<file path="src/rtl/syncclk_div.sv">
module syncclk_div #(
  parameter int SYNC_STAGES = 2,
  parameter int CNT_W       = 2
) (
  input  logic clk,
  input  logic rst_n,
  input  logic sync_in,
  input  logic manual_sync_en,
  input  logic pin_disable,
  input  logic hs_sync_en,
  output logic sync_clk_pin,
  output logic sync_clk_int,
  output logic hs_sync_flag
);
  localparam int SH_W = SYNC_STAGES + 1;

  logic [SH_W-1:0]  sy;
  logic [CNT_W-1:0] cnt;
  logic             rise, slip;

  assign rise = sy[SYNC_STAGES-1] & ~sy[SYNC_STAGES];
  assign slip = rise & manual_sync_en;

  always_ff @(posedge clk or negedge rst_n) begin
    if (!rst_n) begin
      sy           <= '0;
      cnt          <= '0;
      hs_sync_flag <= 1'b0;
    end else begin
      sy           <= {sy[SH_W-2:0], sync_in};
      cnt          <= cnt + (slip ? CNT_W'(2) : CNT_W'(1));
      hs_sync_flag <= hs_sync_en;
    end
  end

  assign sync_clk_int = cnt[CNT_W-1];
  assign sync_clk_pin = sync_clk_int & ~pin_disable;

  p_step_r2: assert property (@(posedge clk) disable iff (!rst_n)
    !slip |=> cnt == $past(cnt) + CNT_W'(1));

  p_slip_r3: assert property (@(posedge clk) disable iff (!rst_n)
    slip |=> cnt == $past(cnt) + CNT_W'(2));

  p_single_r4: assert property (@(posedge clk) disable iff (!rst_n)
    slip |=> !slip);

  p_ignored_r5: assert property (@(posedge clk) disable iff (!rst_n)
    !manual_sync_en |=> cnt == $past(cnt) + CNT_W'(1));
endmodule

</file>
<file path="config.mk">
export PLATFORM = sky130hd
export DESIGN_NAME = syncclk_div
export DESIGN_NICKNAME = d
export VERILOG_FILES = /design/src/rtl/syncclk_div.sv
export SDC_FILE = /design/constraint.sdc
export NUM_CORES = 1
export LEC_CHECK = 0
export BUFFER_PORTS_ARGS = -buffer_cell sky130_fd_sc_hd__buf_2
export CAP_MARGIN = 20
export CORE_AREA = 2 2 39 41
export DETAILED_ROUTE_END_ITERATION = 8
export DIE_AREA = 0 0 41 43
export GPL_TIMING_DRIVEN = 0
export PLACE_DENSITY = 0.31
export SYNTH_ARGS = -nofsm -noshare
export SYNTH_HDL_FRONTEND = slang
export SYNTH_SLANG_ARGS = --single-unit
</file>
<file path="constraint.sdc">
create_clock -name clk -period 1.6 [get_ports clk]
set_input_delay 0.32 -clock clk [delete_from_list [all_inputs] [get_ports clk]]
set_output_delay 0.32 -clock clk [all_outputs]
set_load 0.01 [all_outputs]
</file>
Word level (Yosys, flattened, before mapping)
Index checks and enable logic that the tools add are counted.

Bits in registers: 6. Output and inout bits: 3. Logic and storage cells: 10.

$add $sub $neg: 1. Mux-type cells: 1. Bitwise logic cells: 5.

Operator list (number): bitwise AND 1 bit (3); adder 2 bit (1); 2-to-1 mux 2 bit (1); NOT 1 bit (2).

Depth between registers and ports, before layout
Word-level depth: 5. Gate-level depth with buffers: 4. Gate-level depth less buffers: 4.

Worst setup path after synthesis
Ideal clock, no wire load.

Path kind: register -> register. Start: register sy[2]. End: register cnt[1]. Setup time: 0.123 ns. Arrival: 0.969 ns. Path slack: 0.508 ns. Stages on the path, launching flop included: 5. Path through: dfrtp_1 -> nand3b_1 -> ha_1 -> xor2_1 -> xnor2_1.

Word-level cells in the longest chain between the ends: 5.

Ends and longest elaborated chain: from (decl) (line 17) `logic [SH_W-1:0] sy;`; from (signal assigned) (line 30) `sy <= {sy[SH_W-2:0], sync_in};`; NOT 1 bit (line 21) `assign rise = sy[SYNC_STAGES-1] & ~sy[SYNC_STAGES];`; bitwise AND 1 bit (line 21); bitwise AND 1 bit (line 22) `assign slip = rise & manual_sync_en;`; 2-to-1 mux 2 bit (line 31) `cnt <= cnt + (slip ? CNT_W'(2) : CNT_W'(1));`; adder 2 bit (line 31); to (signal assigned) (line 31); to (decl) (line 18) `logic [CNT_W-1:0] cnt;`.

No other way between the ends.

Final worst setup path
Start: register cnt[1]. End: output port sync_clk_pin.

Word-level cells in the longest chain between the ends: 1.

Ends and longest elaborated chain: bitwise AND 1 bit (line 37) `assign sync_clk_pin = sync_clk_int & ~pin_disable;`; to (decl) (line 11) `output logic sync_clk_pin,`.

No other way between the ends.

==> results.json <==
{
  "post_cts_resized": 0,
  "gr-max-usage-layer": "met3",
  "grt_util_all_layers": 0.05460,
  "pre_cts_slack_ns": 0.4726,
  "cts_tree": "yes",
  "leakage_uw": 0.0001376,
  "hold_path_depth": 1,
  "start_kind": "register",
  "path_clk_slew_ns": 0.05,
  "synth_area_um2": 193.9,
  "ys_types": 6,
  "irDropWorstVdd_v": 0.0003981,
  "drive_gt1_frac": 0.4783,
  "dpl_cell_area_um2": 254.0,
  "final_antenna_net_count": 0,
  "drc_errors": 0,
  "endpoint": "sync_clk_pin",
  "required_ns": 1.28,
  "clock_path_buffers": 2,
  "h-tree-depth": 1,
  "slew_violations": 0,
  "syn_to_final_growth_pct": 47.74,
  "tightest_slew_ns": 0.1568,
  "rrSetupSlack_ns": 0.47,
  "fillers": 148,
  "port-buffer-count": 8,
  "r2r_end": "cnt[1]",
  "grt_max_degree": 7,
  "maxCapViolCount": 0,
  "cts_made_buffers": 3,
  "drtPass1Iterations": 2,
  "pwr_density_cell_nw_per_um2": 1547,
  "gr-total-overflow": 0,
  "grt_pass1_vias": 135,
  "avgRoutedWirePerCell_um": 7.949,
  "tns_ns": 0,
  "drt_iter0_drc": 3,
  "grt_util_met2": 0.06250,
  "syn-num-nets": 18,
  "r2r_start": "sy[2]",
  "seq_area_frac_synth": 0.7742,
  "reg2reg_depth": 4,
  "gp_congestion": 0.5208,
  "core_um2": 1384,
  "start_util": 0.1401,
  "ys_ff_latch": 6,
  "io_pins": 9,
  "yosys.area.top_type_share": 0.7742,
  "met1_usage": 0.03947,
  "die_x_um": 41,
  "setup_viol": 0,
  "final.min_clock_period_ns": 1.200,
  "root_buffer": "clkbuf_4",
  "worstSkewPairLatency_ns": 0.24,
  "finalCritPeriodShare": 0.7498,
  "end_kind": "primary output",
  "crit_fanout": 3,
  "vias": 120,
  "startpoint": "cnt[1]",
  "hold_path_class": "input port to register",
  "syn_inst": 11,
  "setup.worst_path.class": "register to primary output",
  "synth_area_leader_cell": "dfrtp_1",
  "grt_pass1_wl_um": 517,
  "fin_skew_ns": 0.003627,
  "grt_use_met3": 0.06806,
  "layout.nets": 32,
  "drt_wl_total_um": 310,
  "final_area_um2": 286.5,
  "hold_violations": 0,
  "antenna_found_initial": 0,
  "die_h_um": 43,
  "cts.sinks": 6,
  "ys_warn_count": 0,
  "rows": 14,
  "grt_setup_unrepaired": "no",
  "synth_area_leaders": "dfrtp_1 (77%), ha_1 (6.5%), xnor2_1 (4.5%)",
  "diodes": 0,
  "fmax_mhz": 833.6,
  "syn_avg_cell_area_um2": 17.63,
  "fin_ws_ns": 0.4003,
  "dieArea_um2": 1763,
  "cp.arrival_ns": 0.88,
  "detail_route.vias_per_cell": 3.077,
  "relSlewSlack": 0.8951,
  "status": "finished clean"
}
layer usage:
metal	wire, µm	up-vias
li1	-	59
met1	132	52
met2	133	9
met3	44	0
met4	0	0
met5	0	-
placed cells by master, fill, tap and decap left out:
cell type      Yosys  layout
dlygate4sd3_1      0       1
ha_1               1       1
xor2_1             1       1
buf_2              0       8
xnor2_1            1       1
nor2b_1            1       1
dfrtp_1            6       6
clkbuf_4           0       3
nand3b_1           1       1
cell families (layout without fill, tap and decap cells):
logic type	Yosys count	count (layout)	share of synthesized area
xor+xnor	2	2	0.09034
buf+inv	0	12	0
simple gates	2	2	0.07100
flops	6	6	0.7742
fa+ha+maj	1	1	0.06451
stage by stage:
stage / total power (µW) / instances / utilization / hold WS [ns]
after global routing: 483.1 / 39 / 0.2071 / 0.1631
after CTS: 455.5 / 39 / 0.2071 / 0.1742
after global placement: 307.8 / 35 / 0.1835 / 0.1491
after floorplan: 270.8 / 11 / - / 0.02441
final: 443.3 / 39 / 0.2071 / 0.1827
after detailed placement: 308.8 / 35 / 0.1835 / 0.1517
critical path, cell delays in order, from the launching register on:
cell	delay [ns]
dfrtp_1	0.38
nor2b_1	0.13
buf_2	0.13
power breakdown:
group	switching, µW	internal [µW]
Sequential	14.6	185
Clock	52.2	84.7
Combinational	49.0	58.0
state kept, by name, indices dropped and copies added (netlist names):
register and count:
sy 3, hs_sync_flag 1, cnt 2
repair_timing:
| action | 4_1_cts | 5_1_grt |
|---|---|---|
| hold buffers | 1 | 0 |
| endpoints found under the hold margin | 6 | 0 |
| buffers inserted | 0 | 0 |
final cells by class:
type | instances | area [µm²] | area share
sequential | 6 | 150.1 | 0.5240
timing repair buffer | 9 | 50.05 | 0.1747
clock buffer | 3 | 22.52 | 0.07860
tap | 16 | 20.02 | 0.06987
multi-input combinational | 5 | 43.79 | 0.1528
synthesized netlist by cell type (all sizes together):
cell type,instances
ha,1
nor2b,1
xnor2,1
dfrtp,6
xor2,1
nand3b,1
worst min path at each step:
| stage | slack, ns | end | start |
|---|---|---|---|
| floorplan | 0.02 | cnt[0] | rst_n |
| global placement | 0.15 | hs_sync_flag | rst_n |
| detailed placement | 0.15 | hs_sync_flag | rst_n |
| CTS | 0.17 | sy[0] | sync_in |
| global route | 0.16 | hs_sync_flag | hs_sync_en |
| finish | 0.18 | sy[0] | sync_in |
No activity file was read; power rests on OpenSTA's default activity.
